===== src/rtl/dma_chan_pkg.sv =====
// Package: shared register indices, control bit positions, sequencer
// state type and control struct for the DMA channel.
package dma_chan_pkg;

    localparam int unsigned HOST_W = 32;
    localparam int unsigned BUS_DW = 16;

    localparam logic [1:0] IDX_CTRL = 2'd0;
    localparam logic [1:0] IDX_SRC  = 2'd1;
    localparam logic [1:0] IDX_DST  = 2'd2;
    localparam logic [1:0] IDX_CNT  = 2'd3;

    localparam int unsigned BIT_GO      = 0;
    localparam int unsigned BIT_CLR     = 1;
    localparam int unsigned BIT_SRC_INC = 2;
    localparam int unsigned BIT_DST_INC = 3;
    localparam int unsigned BIT_WIDE    = 4;
    localparam int unsigned BIT_EXT     = 5;
    localparam int unsigned BIT_DONE    = 8;

    typedef enum logic [1:0] {
        SEQ_IDLE = 2'd0,
        SEQ_REQ  = 2'd1,
        SEQ_RD   = 2'd2,
        SEQ_WR   = 2'd3
    } seq_state_e;

    typedef struct packed {
        logic ext_mode;
        logic wide;
        logic dst_inc;
        logic src_inc;
        logic go;
    } chan_ctrl_t;

endpackage


===== src/rtl/dma_ptr_unit.sv =====
// Module: one address pointer. It advances by 1 or 2 after an operand when
// enabled, or loads from the host. Assumes the sequencer and the host never
// need the same edge (the advance wins). The sum wraps at ADDR_W bits.
module dma_ptr_unit #(
    parameter int unsigned ADDR_W = 24
) (
    input  logic              clk,
    input  logic              rst_n,
    input  logic              load,
    input  logic [ADDR_W-1:0] load_val,
    input  logic              adv,
    input  logic              inc_en,
    input  logic              wide_step,
    output logic [ADDR_W-1:0] ptr
);

    logic [ADDR_W-1:0] step;

    // Step size from the operand width of the finishing operand.
    always_comb step = wide_step ? ADDR_W'(2) : ADDR_W'(1);

    // Pointer register: advance, else host load.
    always_ff @(posedge clk) begin
        if (!rst_n) begin
            ptr <= '0;
        end else if (adv && inc_en) begin
            ptr <= ptr + step;
        end else if (load) begin
            ptr <= load_val;
        end
    end

endmodule


===== src/rtl/dma_regs.sv =====
// Module: host-visible control and status, byte count and read mux.
// Assumes single-cycle host writes and combinational reads. The reset bit
// is not stored: it acts as a one-cycle abort and reads back 0.
module dma_regs
    import dma_chan_pkg::*;
#(
    parameter int unsigned ADDR_W = 24,
    parameter int unsigned CNT_W  = 16
) (
    input  logic              clk,
    input  logic              rst_n,
    input  logic              host_sel,
    input  logic              host_we,
    input  logic [1:0]        host_addr,
    input  logic [HOST_W-1:0] host_wdata,
    output logic [HOST_W-1:0] host_rdata,
    input  logic [ADDR_W-1:0] src_ptr,
    input  logic [ADDR_W-1:0] dst_ptr,
    input  logic              op_done,
    input  logic              op_wide,
    output chan_ctrl_t        ctrl,
    output logic              done,
    output logic [CNT_W-1:0]  cnt_q,
    output logic              abort,
    output logic              src_load,
    output logic              dst_load,
    output logic              irq
);

    logic             wr_en;
    logic             ctrl_wr;
    logic             cnt_wr;
    logic [CNT_W-1:0] step;
    logic             finishing;
    logic             unused_wdata_hi;

    // Decode host writes per register.
    always_comb begin
        wr_en    = host_sel && host_we;
        ctrl_wr  = wr_en && (host_addr == IDX_CTRL);
        cnt_wr   = wr_en && (host_addr == IDX_CNT);
        src_load = wr_en && (host_addr == IDX_SRC);
        dst_load = wr_en && (host_addr == IDX_DST);
        abort    = ctrl_wr && host_wdata[BIT_CLR];
    end

    // Count step and last-operand detection.
    always_comb begin
        step      = op_wide ? CNT_W'(2) : CNT_W'(1);
        finishing = op_done && (cnt_q == step);
    end

    assign unused_wdata_hi = ^host_wdata[HOST_W-1:ADDR_W];

    // Control and done flag: abort clears, host writes, completion wins last.
    always_ff @(posedge clk) begin
        if (!rst_n || abort) begin
            ctrl <= '0;
            done <= 1'b0;
        end else begin
            if (ctrl_wr) begin
                ctrl.go       <= host_wdata[BIT_GO];
                ctrl.src_inc  <= host_wdata[BIT_SRC_INC];
                ctrl.dst_inc  <= host_wdata[BIT_DST_INC];
                ctrl.wide     <= host_wdata[BIT_WIDE];
                ctrl.ext_mode <= host_wdata[BIT_EXT];
                done          <= 1'b0;
            end
            if (finishing) begin
                ctrl.go <= 1'b0;
                done    <= 1'b1;
            end
        end
    end

    // Byte count: decrement per operand, else host load.
    always_ff @(posedge clk) begin
        if (!rst_n) begin
            cnt_q <= '0;
        end else if (op_done) begin
            cnt_q <= cnt_q - step;
        end else if (cnt_wr) begin
            cnt_q <= host_wdata[CNT_W-1:0];
        end
    end

    // Completion pulse, one clock.
    always_ff @(posedge clk) begin
        if (!rst_n) irq <= 1'b0;
        else        irq <= finishing && !abort;
    end

    // Host read mux; unused bits read zero.
    always_comb begin
        host_rdata = '0;
        unique case (host_addr)
            IDX_CTRL: begin
                host_rdata[BIT_GO]      = ctrl.go;
                host_rdata[BIT_SRC_INC] = ctrl.src_inc;
                host_rdata[BIT_DST_INC] = ctrl.dst_inc;
                host_rdata[BIT_WIDE]    = ctrl.wide;
                host_rdata[BIT_EXT]     = ctrl.ext_mode;
                host_rdata[BIT_DONE]    = done;
            end
            IDX_SRC: host_rdata[ADDR_W-1:0] = src_ptr;
            IDX_DST: host_rdata[ADDR_W-1:0] = dst_ptr;
            default: host_rdata[CNT_W-1:0]  = cnt_q;
        endcase
    end

endmodule


===== src/rtl/dma_seq.sv =====
// Module: per-operand sequencer. The steps are idle, bus request, read
// cycle, then write cycle, and it returns to idle after each operand.
// Assumes ext_dreq and bus_ack are synchronous to clk. Abort forces idle.
module dma_seq
    import dma_chan_pkg::*;
#(
    parameter int unsigned ADDR_W = 24,
    parameter int unsigned CNT_W  = 16
) (
    input  logic              clk,
    input  logic              rst_n,
    input  logic              abort,
    input  logic              go,
    input  logic              ext_mode,
    input  logic              wide_mode,
    input  logic [CNT_W-1:0]  cnt_q,
    input  logic [ADDR_W-1:0] src_ptr,
    input  logic [ADDR_W-1:0] dst_ptr,
    input  logic              ext_dreq,
    input  logic              bus_gnt,
    input  logic              bus_ack,
    input  logic [BUS_DW-1:0] bus_rdata,
    output logic              bus_req,
    output logic              bus_cyc,
    output logic              bus_wr,
    output logic              bus_size,
    output logic [ADDR_W-1:0] bus_addr,
    output logic [BUS_DW-1:0] bus_wdata,
    output logic              op_done,
    output logic              op_wide
);

    seq_state_e        state;
    logic              wide_ok;
    logic              launch;
    logic [BUS_DW-1:0] data_q;

    // Operand size choice and start condition for the next operand.
    always_comb begin
        wide_ok = wide_mode && !src_ptr[0] && !dst_ptr[0] && (cnt_q > CNT_W'(1));
        launch  = go && (cnt_q != '0) && (!ext_mode || ext_dreq);
    end

    // State transitions, operand size latch and read data capture.
    always_ff @(posedge clk) begin
        if (!rst_n || abort) begin
            state   <= SEQ_IDLE;
            op_wide <= 1'b0;
            data_q  <= '0;
        end else begin
            unique case (state)
                SEQ_IDLE: if (launch) begin
                    state   <= SEQ_REQ;
                    op_wide <= wide_ok;
                end
                SEQ_REQ: if (bus_gnt) state <= SEQ_RD;
                SEQ_RD: if (bus_ack) begin
                    state  <= SEQ_WR;
                    data_q <= op_wide ? bus_rdata : {8'h00, bus_rdata[7:0]};
                end
                default: if (bus_ack) state <= SEQ_IDLE;
            endcase
        end
    end

    // Bus outputs decoded from state.
    always_comb begin
        bus_req   = (state != SEQ_IDLE);
        bus_cyc   = (state == SEQ_RD) || (state == SEQ_WR);
        bus_wr    = (state == SEQ_WR);
        bus_size  = op_wide;
        bus_addr  = (state == SEQ_WR) ? dst_ptr : src_ptr;
        bus_wdata = data_q;
        op_done   = (state == SEQ_WR) && bus_ack && !abort;
    end

endmodule


===== src/rtl/dma_chan.sv =====
// Module: top of the single-channel DMA engine. It joins the register
// block, the two pointer units (built by a generate loop) and the sequencer.
// Assumes one bus master per grant and a synchronous slave acknowledge.
module dma_chan
    import dma_chan_pkg::*;
#(
    parameter int unsigned ADDR_W = 24,
    parameter int unsigned CNT_W  = 16
) (
    input  logic              clk,
    input  logic              rst_n,
    input  logic              host_sel,
    input  logic              host_we,
    input  logic [1:0]        host_addr,
    input  logic [31:0]       host_wdata,
    output logic [31:0]       host_rdata,
    output logic              bus_req,
    input  logic              bus_gnt,
    output logic              bus_cyc,
    output logic              bus_wr,
    output logic              bus_size,
    output logic [23:0]       bus_addr,
    output logic [15:0]       bus_wdata,
    input  logic [15:0]       bus_rdata,
    input  logic              bus_ack,
    input  logic              ext_dreq,
    output logic              irq
);

    localparam int unsigned N_PTR = 2;

    chan_ctrl_t        ctrl_q;
    logic              done_q;
    logic [CNT_W-1:0]  cnt_q;
    logic              abort;
    logic              op_done;
    logic              op_wide;
    logic              src_load;
    logic              dst_load;
    logic [ADDR_W-1:0] ptr_q    [N_PTR];
    logic              ptr_load [N_PTR];
    logic              ptr_inc  [N_PTR];
    logic [ADDR_W-1:0] src_ptr;
    logic [ADDR_W-1:0] dst_ptr;
    logic              chan_go;
    logic              chan_ext;
    logic              src_inc;

    // Per-pointer controls and named views for the checker.
    always_comb begin
        ptr_load[0] = src_load;
        ptr_load[1] = dst_load;
        ptr_inc[0]  = ctrl_q.src_inc;
        ptr_inc[1]  = ctrl_q.dst_inc;
        src_ptr     = ptr_q[0];
        dst_ptr     = ptr_q[1];
        chan_go     = ctrl_q.go;
        chan_ext    = ctrl_q.ext_mode;
        src_inc     = ctrl_q.src_inc;
    end

    dma_regs #(.ADDR_W(ADDR_W), .CNT_W(CNT_W)) u_regs (
        .clk        (clk),
        .rst_n      (rst_n),
        .host_sel   (host_sel),
        .host_we    (host_we),
        .host_addr  (host_addr),
        .host_wdata (host_wdata),
        .host_rdata (host_rdata),
        .src_ptr    (src_ptr),
        .dst_ptr    (dst_ptr),
        .op_done    (op_done),
        .op_wide    (op_wide),
        .ctrl       (ctrl_q),
        .done       (done_q),
        .cnt_q      (cnt_q),
        .abort      (abort),
        .src_load   (src_load),
        .dst_load   (dst_load),
        .irq        (irq)
    );

    for (genvar g = 0; g < N_PTR; g++) begin : g_ptr
        dma_ptr_unit #(.ADDR_W(ADDR_W)) u_ptr (
            .clk       (clk),
            .rst_n     (rst_n),
            .load      (ptr_load[g]),
            .load_val  (host_wdata[ADDR_W-1:0]),
            .adv       (op_done),
            .inc_en    (ptr_inc[g]),
            .wide_step (op_wide),
            .ptr       (ptr_q[g])
        );
    end

    dma_seq #(.ADDR_W(ADDR_W), .CNT_W(CNT_W)) u_seq (
        .clk       (clk),
        .rst_n     (rst_n),
        .abort     (abort),
        .go        (ctrl_q.go),
        .ext_mode  (ctrl_q.ext_mode),
        .wide_mode (ctrl_q.wide),
        .cnt_q     (cnt_q),
        .src_ptr   (src_ptr),
        .dst_ptr   (dst_ptr),
        .ext_dreq  (ext_dreq),
        .bus_gnt   (bus_gnt),
        .bus_ack   (bus_ack),
        .bus_rdata (bus_rdata),
        .bus_req   (bus_req),
        .bus_cyc   (bus_cyc),
        .bus_wr    (bus_wr),
        .bus_size  (bus_size),
        .bus_addr  (bus_addr),
        .bus_wdata (bus_wdata),
        .op_done   (op_done),
        .op_wide   (op_wide)
    );

endmodule


===== config.mk =====
export PLATFORM = sky130hd
export DESIGN_NAME = dma_chan
export DESIGN_NICKNAME = d
export VERILOG_FILES = /design/src/rtl/dma_chan_pkg.sv /design/src/rtl/dma_ptr_unit.sv /design/src/rtl/dma_regs.sv /design/src/rtl/dma_seq.sv /design/src/rtl/dma_chan.sv
export SDC_FILE = /design/constraint.sdc
export NUM_CORES = 1
export LEC_CHECK = 0
export BUFFER_PORTS_ARGS = -buffer_cell sky130_fd_sc_hd__buf_2
export CAP_MARGIN = 20
export CELL_PAD_IN_SITES_DETAIL_PLACEMENT = 0
export CELL_PAD_IN_SITES_GLOBAL_PLACEMENT = 1
export CORE_MARGIN = 5
export CORE_UTILIZATION = 40
export DETAILED_ROUTE_END_ITERATION = 12
export PLACE_DENSITY_LB_ADDON = 0.1
export SLEW_MARGIN = 10
export SYNTH_ARGS = -nofsm -noshare
export SYNTH_HDL_FRONTEND = slang
export SYNTH_SLANG_ARGS = --single-unit

===== constraint.sdc =====
create_clock -name clk -period 3.2 [get_ports clk]
set_clock_uncertainty 0.05 [all_clocks]
set_input_delay 0.32 -clock clk [delete_from_list [all_inputs] [get_ports clk]]
set_output_delay 0.32 -clock clk [all_outputs]
set_load 0.01 [all_outputs]

==> results of run 1 <==
## power breakdown
group	switching (mW)	total [mW]	internal, mW
Sequential	0.0294	1.17	1.14
Clock	0.527	1.08	0.552
Combinational	0.174	0.279	0.105
Total	0.730	2.53	1.80
## critical path, stage by stage (launching register included)
cell and delay, ns:
dfxtp_1 0.31, inv_1 0.25, ha_1 0.24, inv_1 0.06
fa_1 0.40, nor2b_1 0.30, and4_1 0.48, nand3_1 0.15
or3_1 0.32, a31oi_1 0.16
## how the worst max path moves through the flow
stage                                                endpoint  cells after the start                        start  slack, ns
after global routing      g_ptr[0].u_ptr.ptr[18]$_SDFFE_PN0P_                      9  u_seq.bus_size$_SDFFE_PP0P_       0.25
after floorplan           g_ptr[1].u_ptr.ptr[22]$_SDFFE_PN0P_                     10  u_seq.bus_size$_SDFFE_PP0P_       0.24
after global placement    g_ptr[0].u_ptr.ptr[18]$_SDFFE_PN0P_                      9  u_seq.bus_size$_SDFFE_PP0P_       0.48
after detailed placement  g_ptr[0].u_ptr.ptr[18]$_SDFFE_PN0P_                      9  u_seq.bus_size$_SDFFE_PP0P_       0.45
after CTS                 g_ptr[0].u_ptr.ptr[18]$_SDFFE_PN0P_                      9  u_seq.bus_size$_SDFFE_PP0P_       0.41
final                     g_ptr[0].u_ptr.ptr[18]$_SDFFE_PN0P_                      9  u_seq.bus_size$_SDFFE_PP0P_       0.38
## routing by layer
layer | share of wire | routed length, um
met1 | 0.45 | 9608
met2 | 0.44 | 9462
met3 | 0.079 | 1691
met4 | 0.025 | 539
met5 | 0 | 0
## registers in the layout, indices dropped and copies added (netlist names)
| name | cells |
|---|---|
| u_seq.bus_size | 1 |
| u_regs.done | 1 |
| u_regs.cnt_q | 16 |
| u_regs.irq | 1 |
| g_ptr.u_ptr.ptr | 48 |
| u_regs.ctrl | 5 |
| u_seq.state | 2 |
| u_seq.bus_wdata | 16 |
## kinds of logic after synthesis
group                      Yosys count
adders and majority gates           18
buffers and inverters               91
DFF                                 90
and+or+nand+nor                    295
muxes                               41
AOI/OAI and AO/OA                  208
xor gates and xnor gates             4
other                                1
## placed cells by master, fill, tap and decap left out, types with 4 or more instances in the layout
| cell | instances |
|---|---|
| nor2b_1 | 10 |
| mux2_2 | 26 |
| conb_1 | 8 |
| a211o_1 | 4 |
| o311ai_0 | 8 |
| or3_1 | 10 |
| and2_1 | 6 |
| inv_1 | 25 |
| nor4_1 | 6 |
| a211oi_1 | 5 |
| nor3_1 | 11 |
| nor2_1 | 37 |
| a222oi_1 | 9 |
| o21ai_0 | 29 |
| buf_4 | 33 |
| a22oi_1 | 22 |
| buf_2 | 117 |
| nand4_1 | 25 |
| xor2_1 | 4 |
| a2bb2oi_1 | 8 |
| clkbuf_16 | 9 |
| nand2_1 | 95 |
| mux2i_1 | 15 |
| ha_1 | 15 |
| and4_1 | 5 |
| nand3_1 | 50 |
| dfxtp_1 | 90 |
| a31oi_1 | 23 |
| a21oi_1 | 61 |
| and3_1 | 26 |
| o211ai_1 | 18 |
## cell type report
class                   instances  area share
flip-flops and latches         90      0.2624
repair buffers                150      0.1214
multi-input cells             574      0.5257
well taps                     180     0.03280
inverters                      26     0.01421
clock inverters                 7     0.01075
clock buffers                   9     0.03280
==> out/metrics.yaml, run 1 <==
grt:
  grt_pass1_wl_um: 32880
  gr-usage-met1: 0.3555
  grt_pass1_vias: 6012
  grt_max_degree: 47
  top_usage_layer: "met2"
  use_met3: 0.03070
  use_met2: 0.3828
  antenna_found_initial: 0
  grt_overflow: 0
  track_usage: 0.2484
min_path:
  hold_start: "bus_rdata[3]"
  hold_path.class: "input port to register"
  hold-path-endpoint: "u_seq.bus_wdata[3]$_SDFFE_PP0P_"
  whs_path_depth: 3
drt:
  wl_um: 21300
  ant_nets: 0
  vias: 6343
  via_per_inst: 6.123
  drtIter0Drc: 607
  drt_pass1_iterations: 5
  post_drt_wl_per_cell_um: 20.56
  drc: 0
cts:
  ctsResizeCount: 0
  clk_latency_ns: 0.36
  cts_hold_buf: 0
  clkSinkCount: 90
  root_buffer: "clkbuf_16"
  clockBufferDepth: 2
  cts_post_setup_buffers_inserted: 0
  htree_levels: 3
  clk_pin_slew_ns: 0.07
  cts_tree: "yes"
  cts_made_buffers: 9
yosys:
  synth_compound_area_frac: 0.2384
  synthArstFlopShare: 0
  synth_top_family_by_area: "simple AND/OR/NAND/NOR gates"
  synth_top_cell_area_share: 0.3129
  ys_ff_latch: 90
  synth.most_common_cell: "nand2_1"
  synth_top_cell_by_area: "dfxtp_1"
  yosys-top-cells-area: "dfxtp_1 31%, nand2_1 6.2%, a21oi_1 5.3%"
  synth_mux_area_frac: 0.07692
  ys_types: 56
  synth_common_cells: "95 x nand2_1, 90 x dfxtp_1, 61 x a21oi_1"
  syn_area_sq_um: 5758
  ys_warn_count: 0
  synth-adder-area-share: 0.04302
  synthCells: 748
  synthXorXnorAreaFrac: 0.006084
  ys_seq_area_frac: 0.3129
  synth_edf_count: 0
  synthFlopType: "dfxtp_1"
  synth_area_per_cell_sq_um: 7.698
  synth_simple_gate_area_frac: 0.2573
power:
  static-leakage-power_nw: 2.806
  power.density_nw_per_um2: 367.9
  power_mw: 2.526
  vdd_drop_max_v: 0.0002103
worst_setup_path:
  criticalPathCategory: "register to register"
  r2r_start: "u_seq.bus_size$_SDFFE_PP0P_"
  r2r_cells: 9
  path_max_fanout: 6
  arrival_ns: 3.04
  cp-start-kind: "register"
  worstPathRequired_ns: 3.42
  critPathCaptureType: "register"
  r2r-end: "g_ptr[0].u_ptr.ptr[18]$_SDFFE_PN0P_"
  r2r_slack_ns: 0.38
sta:
  worst_slew_pin_slew_ns: 0.9837
  max_freq_ghz: 0.3551
  whs_ns: 0.1489
  setup_tns_ns: 0
  max-slew-margin-rel: 0.3442
  setup_slack_ns: 0.3842
  drv_slew: 0
  setup_viol: 0
  rsz0062_at_grt: "false"
  post-route-min-period_ns: 2.816
  period_share: 0.8799
  report.final.hold_viol_count: 0
place:
  placed_cells: 1020
  place_area_sq_um: 6568
  port_buffers: 117
  routabilityCongestion: 0.8760
  dp_slack_ns: 0.4535
  hpwlAfterDp_um: 15680
layout:
  stdcell_area_sq_um: 6867
  final-seq-area_sq_um: 1802
  nNetsFinal: 926
  num-fill-cells: 1447
  n_antenna_cell: 0
  fin_cells: 1036
  drive_gt1_frac: 0.2336
  multi_input_area_sq_um: 3610
  post-route-util: 0.4909
  syn_to_final_growth_pct: 19.25
flow_run:
  maxCapViolCount: 0
die:
  core_sq_um: 13990
  die_x_um: 130.0
  ioPinCount: 134
  die-area_sq_um: 16890
  die_h_um: 130.0
  initial_utilization: 0.4116
  rows: 43
outcome:
  status: "complete, no violations"
(Power assumes the default switching activity.)
==> run 2: changes to the inputs <==
--- a/config.mk
+++ b/config.mk
@@ -9,6 +9,7 @@
 export CAP_MARGIN = 20
 export CELL_PAD_IN_SITES_DETAIL_PLACEMENT = 0
 export CELL_PAD_IN_SITES_GLOBAL_PLACEMENT = 1
+export CORE_ASPECT_RATIO = 1.2
 export CORE_MARGIN = 5
 export CORE_UTILIZATION = 40
 export DETAILED_ROUTE_END_ITERATION = 12
==> run 2 against run 1 <==
Via count decreased by 0.84%. Hold slack got worse by 0.0011 ns. Highest routed layer unchanged. Maximum frequency increased by 1.9%. Critical endpoint unchanged. Non-clock buffer count decreased by 4. Die area about the same. Power increased by 4.5%. Flip-flop and latch count unchanged. Cell count decreased by 0.87%. Clock-buffer cell count unchanged. Combinational power about the same.
==> out/metrics.yaml, run 2 (synthesized netlist as in run 1, its figures left out) <==
outcome:
  status: "complete, no violations"
layout:
  syn_to_final_growth_pct: 19.06
  drive_gt1_frac: 0.2300
  stdcell_area_sq_um: 6855
  post-route-util: 0.4816
  n_antenna_cell: 0
  largest-register: "g_ptr.u_ptr.ptr"
  nNetsFinal: 922
  largest_register_ffs: 48
  final_common_cell: "buf_2"
  final_cell_mix: "117 x buf_2, 95 x nand2_1, 90 x dfxtp_1"
  num-fill-cells: 1493
cts:
  cts_made_buffers: 9
  cts_hold_buf: 0
  clockBufferDepth: 2
  root_buffer: "clkbuf_16"
  htree_levels: 3
  cts_post_setup_buffers_inserted: 0
  cts_tree: "yes"
  clk_pin_slew_ns: 0.07
  ctsResizeCount: 0
  clkSinkCount: 90
  clk_latency_ns: 0.35
drt:
  drc: 0
  drtIter0Drc: 586
  wl_um: 21240
  post_drt_wl_per_cell_um: 20.68
  vias: 6290
  ant_nets: 0
  drt_pass1_iterations: 5
  via_per_inst: 6.125
grt:
  grt_overflow: 0
  antenna_found_initial: 0
  grt_pass1_wl_um: 33600
  track_usage: 0.2502
  grt_pass1_vias: 6177
  grt_max_degree: 55
place:
  hpwlAfterDp_um: 15540
  routabilityCongestion: 0.8701
  place_area_sq_um: 6531
  port_buffers: 117
sta:
  worst_slew_pin_slew_ns: 1.095
  rsz0062_at_grt: "false"
  setup_viol: 0
  drv_slew: 0
  max_freq_ghz: 0.3620
  report.final.hold_viol_count: 0
  max-slew-margin-rel: 0.2692
  setup_tns_ns: 0
  post-route-min-period_ns: 2.762
  period_share: 0.8632
worst_setup_path:
  criticalPathCategory: "register to register"
  path_max_fanout: 6
  arrival_ns: 2.99
  cp-start-kind: "register"
  r2r_start: "u_seq.bus_size$_SDFFE_PP0P_"
  critPathLaunch: "u_seq.bus_size$_SDFFE_PP0P_"
  worstPathRequired_ns: 3.43
  critPathCaptureType: "register"
power:
  vdd_drop_max_v: 0.0002219
  p_int_mw: 1.934
  p_comb_frac: 0.105
  p_sw_frac: 0.2675
  static-leakage-power_nw: 2.794
  power.density_nw_per_um2: 385.2
  power.switching_mw: 0.7063
  power_frac_seq: 0.442
  power_mw: 2.641
  power_frac_clock: 0.452
die:
  ioPinCount: 134
  initial_utilization: 0.4045
  die_h_um: 141.4
  core_sq_um: 14230
  die_x_um: 119.5
  rows: 48
  die-area_sq_um: 16900
min_path:
  hold_start: "bus_rdata[0]"
  hold_path.class: "input port to register"
flow_run:
  maxCapViolCount: 0
[run 2: cell count changes in the layout (fill, tap and decap cells not counted)]
cell / delta
inv_8: -2
clkinvlp_4: +1
clkinv_8: -1
buf_4: -4
inv_6: +1
bufinv_16: +2
clkinv_2: +1
clkinv_4: -2
[run 2: path summary, 6_finish.rpt]
kind	end	slack (ns)	cells past startpoint
setup reg to reg	g_ptr[0].u_ptr.ptr[18]$_SDFFE_PN0P_	0.44	9
hold / removal	u_seq.bus_wdata[0]$_SDFFE_PP0P_	0.15	3
setup / recovery	g_ptr[0].u_ptr.ptr[18]$_SDFFE_PN0P_	0.44	9
hold reg to reg	u_seq.bus_wdata[11]$_SDFFE_PP0P_	0.40	2
[run 2: worst max-delay path, cell delays in order (launching register included)]
cell	delay, ns
dfxtp_1	0.31
inv_1	0.25
ha_1	0.23
inv_1	0.05
fa_1	0.41
nor2b_1	0.29
and4_1	0.44
nand3_1	0.15
or3_1	0.34
a31oi_1	0.16
[run 2: through the flow]
| stage | hold WS, ns | instances | setup slack [ns] |
|---|---|---|---|
| floorplan | 0.4060 | 755 | 0.2383 |
| global placement | 0.3854 | 1011 | 0.4864 |
| detailed placement | 0.3946 | 1011 | 0.3965 |
| CTS | 0.1406 | 1027 | 0.4606 |
| global route | 0.1460 | 1027 | 0.2647 |
| finish | 0.1477 | 1027 | 0.4379 |
[run 2: cell type report]
type                            instances  area, sq um  area share
Multi-Input combinational cell        574         3610      0.5266
Sequential cell                        90         1802      0.2628
Timing Repair Buffer                  146        803.3      0.1172
Clock buffer                            9        225.2     0.03285
Tap cell                              175        219.0     0.03194
Clock inverter                          7        98.84     0.01442
Inverter                               26        97.59     0.01424
[run 2: metal layers]
layer  track usage  vias to the layer above  wire (um)
li1              -                     2968          -
met5             0                        -          0
met3       0.04944                       46       1360
met2        0.4292                      246      10350
met1        0.3056                     3030       8875
met4        0.1068                        0        648
[run 2: power by group through the flow]
stage / logic [mW] / clock network, mW / registers, mW
2_1_floorplan: 0.166 / 0 / 1.18
3_3_place_gp: 0.272 / 0 / 1.19
3_5_place_dp: 0.274 / 0 / 1.19
4_1_cts: 0.275 / 1.22 / 1.17
5_1_grt: 0.301 / 1.26 / 1.17
6_report: 0.277 / 1.19 / 1.17
==> run 3: changes to the inputs <==
--- a/config.mk
+++ b/config.mk
@@ -5,14 +5,14 @@
 export SDC_FILE = /design/constraint.sdc
 export NUM_CORES = 1
 export LEC_CHECK = 0
-export BUFFER_PORTS_ARGS = -buffer_cell sky130_fd_sc_hd__buf_2
 export CAP_MARGIN = 20
 export CELL_PAD_IN_SITES_DETAIL_PLACEMENT = 0
 export CELL_PAD_IN_SITES_GLOBAL_PLACEMENT = 1
 export CORE_ASPECT_RATIO = 1.2
 export CORE_MARGIN = 5
-export CORE_UTILIZATION = 40
+export CORE_UTILIZATION = 45
 export DETAILED_ROUTE_END_ITERATION = 12
+export DONT_BUFFER_PORTS = 1
 export PLACE_DENSITY_LB_ADDON = 0.1
 export SLEW_MARGIN = 10
 export SYNTH_ARGS = -nofsm -noshare
==> run 3 against run 2 <==
Routed wire length decreased by 5.1%. Die area fell by 10%. Final area shrank 9.6%. Hold slack got worse by 0.092 ns. Sequential share of layout area increased by 2.8 points. Register-to-register slack better by 0.09 ns. Power fell by 9.3%.
==> out/metrics.yaml, run 3 (synthesized netlist as in run 1, its figures left out) <==
power:
  p_comb_frac: 0.086
  static-leakage-power_nw: 2.181
  power.switching_mw: 0.6341
  power_frac_seq: 0.488
  vdd_drop_max_v: 0.0001838
  power.density_nw_per_um2: 386.4
  p_sw_frac: 0.2648
  power_frac_clock: 0.426
  p_int_mw: 1.761
cts:
  clkSinkCount: 90
  clockBufferDepth: 2
  cts_made_buffers: 9
  htree_levels: 3
  clk_latency_ns: 0.35
  root_buffer: "clkbuf_16"
  ctsResizeCount: 0
  cts_hold_buf: 0
  clk_pin_slew_ns: 0.07
  cts_post_setup_buffers_inserted: 0
  cts_tree: "yes"
grt:
  track_usage: 0.2587
  grt_pass1_vias: 5431
  antenna_found_initial: 0
  grt_max_degree: 27
  grt_overflow: 0
  grt_pass1_wl_um: 31160
layout:
  final_common_cell: "nand2_1"
  final_cell_mix: "95 x nand2_1, 90 x dfxtp_1, 61 x a21oi_1"
  largest-register: "g_ptr.u_ptr.ptr"
  final-seq-area_sq_um: 1802
  syn_to_final_growth_pct: 7.627
  n_antenna_cell: 0
  num-fill-cells: 1291
  largest_register_ffs: 48
  multi_input_area_sq_um: 3612
  nNetsFinal: 802
  fin_cells: 896
  drive_gt1_frac: 0.1038
sta:
  rsz0062_at_grt: "false"
  post-route-min-period_ns: 2.674
  max-slew-margin-rel: 0.3778
  max_freq_ghz: 0.3740
  setup_viol: 0
  report.final.hold_viol_count: 0
  worst_slew_pin_slew_ns: 0.9333
  period_share: 0.8356
  drv_slew: 0
  setup_tns_ns: 0
worst_setup_path:
  path_max_fanout: 6
  critPathCaptureType: "register"
  criticalPathCategory: "register to register"
  r2r-end: "g_ptr[0].u_ptr.ptr[18]$_SDFFE_PN0P_"
  critPathLaunch: "u_seq.bus_size$_SDFFE_PP0P_"
  crit_end: "g_ptr[0].u_ptr.ptr[18]$_SDFFE_PN0P_"
  arrival_ns: 2.90
  worstPathRequired_ns: 3.43
  r2r_start: "u_seq.bus_size$_SDFFE_PP0P_"
  cp-start-kind: "register"
  r2r_cells: 9
  r2r_slack_ns: 0.53
flow_run:
  maxCapViolCount: 0
die:
  core_sq_um: 12610
  rows: 45
  die-area_sq_um: 15170
  die_h_um: 133.9
  die_x_um: 113.3
  initial_utilization: 0.4565
  ioPinCount: 134
drt:
  via_per_inst: 6.387
  wl_met1_um: 8274
  ant_nets: 0
  drtIter0Drc: 528
  vias: 5723
  drc: 0
  post_drt_wl_per_cell_um: 22.49
  met2_length_um: 10140
  drt_pass1_iterations: 5
  route.met3.wl_um: 1344
  top_layer_used: "met4"
  wl_um: 20150
place:
  placed_cells: 880
  hpwlAfterDp_um: 14840
  port_buffers: 0
  routabilityCongestion: 0.9220
outcome:
  status: "complete, no violations"
min_path:
  hold_path.class: "input port to register"
-- run 3: cell count changes in the layout (fill, tap and decap cells not counted), moves of 2 or more --
| cell | change |
|---|---|
| inv_6 | -2 |
| buf_4 | -4 |
| clkinv_2 | +2 |
| buf_2 | -117 |
| bufinv_16 | -2 |
-- run 3: critical path: stages, from the launching register on --
cell	delay [ns]
dfxtp_1	0.31
inv_1	0.23
ha_1	0.22
inv_1	0.05
fa_1	0.40
nor2b_1	0.27
and4_1	0.42
nand3_1	0.15
or3_1	0.34
a31oi_1	0.16
-- run 3: metal layers --
metal,GRT usage,up-vias
li1,-,2720
met1,0.3241,2757
met2,0.4513,217
met3,0.04287,29
met4,0.08283,0
met5,0,-
-- run 3: area by class of cell --
class | count | share of cell area
Clock buffer | 11 | 0.03917
Clock inverter | 5 | 0.004846
Inverter | 26 | 0.01575
Multi-Input combinational cell | 574 | 0.5829
Sequential cell | 90 | 0.2907
Tap cell | 164 | 0.03311
Timing Repair Buffer | 26 | 0.03352
-- run 3: worst min-delay path by stage --
stage                                     endpoint  slack (ns)           start  depth (start not counted)
4_1_cts         g_ptr[1].u_ptr.ptr[9]$_SDFFE_PN0P_        0.05           rst_n                          1
3_3_place_gp    g_ptr[1].u_ptr.ptr[9]$_SDFFE_PN0P_        0.40           rst_n                          1
6_report        g_ptr[1].u_ptr.ptr[9]$_SDFFE_PN0P_        0.06           rst_n                          1
2_1_floorplan  g_ptr[0].u_ptr.ptr[15]$_SDFFE_PN0P_        0.41  host_wdata[15]                          2
5_1_grt         g_ptr[1].u_ptr.ptr[9]$_SDFFE_PN0P_        0.05           rst_n                          1
3_5_place_dp    g_ptr[1].u_ptr.ptr[9]$_SDFFE_PN0P_        0.40           rst_n                          1
-- run 3: power groups by stage --
stage,combinational [mW],sequential [mW],clock [mW]
after floorplan,0.166,1.18,0
after global placement,0.201,1.19,0
after detailed placement,0.206,1.19,0
after CTS,0.206,1.17,1.02
after global routing,0.224,1.17,1.08
final,0.206,1.17,1.02
-- run 3: stage by stage --
| stage | instance area (sq um) | hold slack (ns) | utilization | total power [mW] | worst slack, ns |
|---|---|---|---|---|---|
| after global placement | 5924 | 0.3970 | 0.4697 | 1.395 | 0.5570 |
| after CTS | 6197 | 0.04571 | 0.4914 | 2.398 | 0.5143 |
| after detailed placement | 5924 | 0.3993 | 0.4697 | 1.400 | 0.5275 |
| final | 6197 | 0.05598 | 0.4914 | 2.395 | 0.5261 |
| after floorplan | 5784 | 0.4060 | - | 1.348 | 0.2383 |
| after global routing | 6197 | 0.05264 | 0.4914 | 2.477 | 0.3060 |
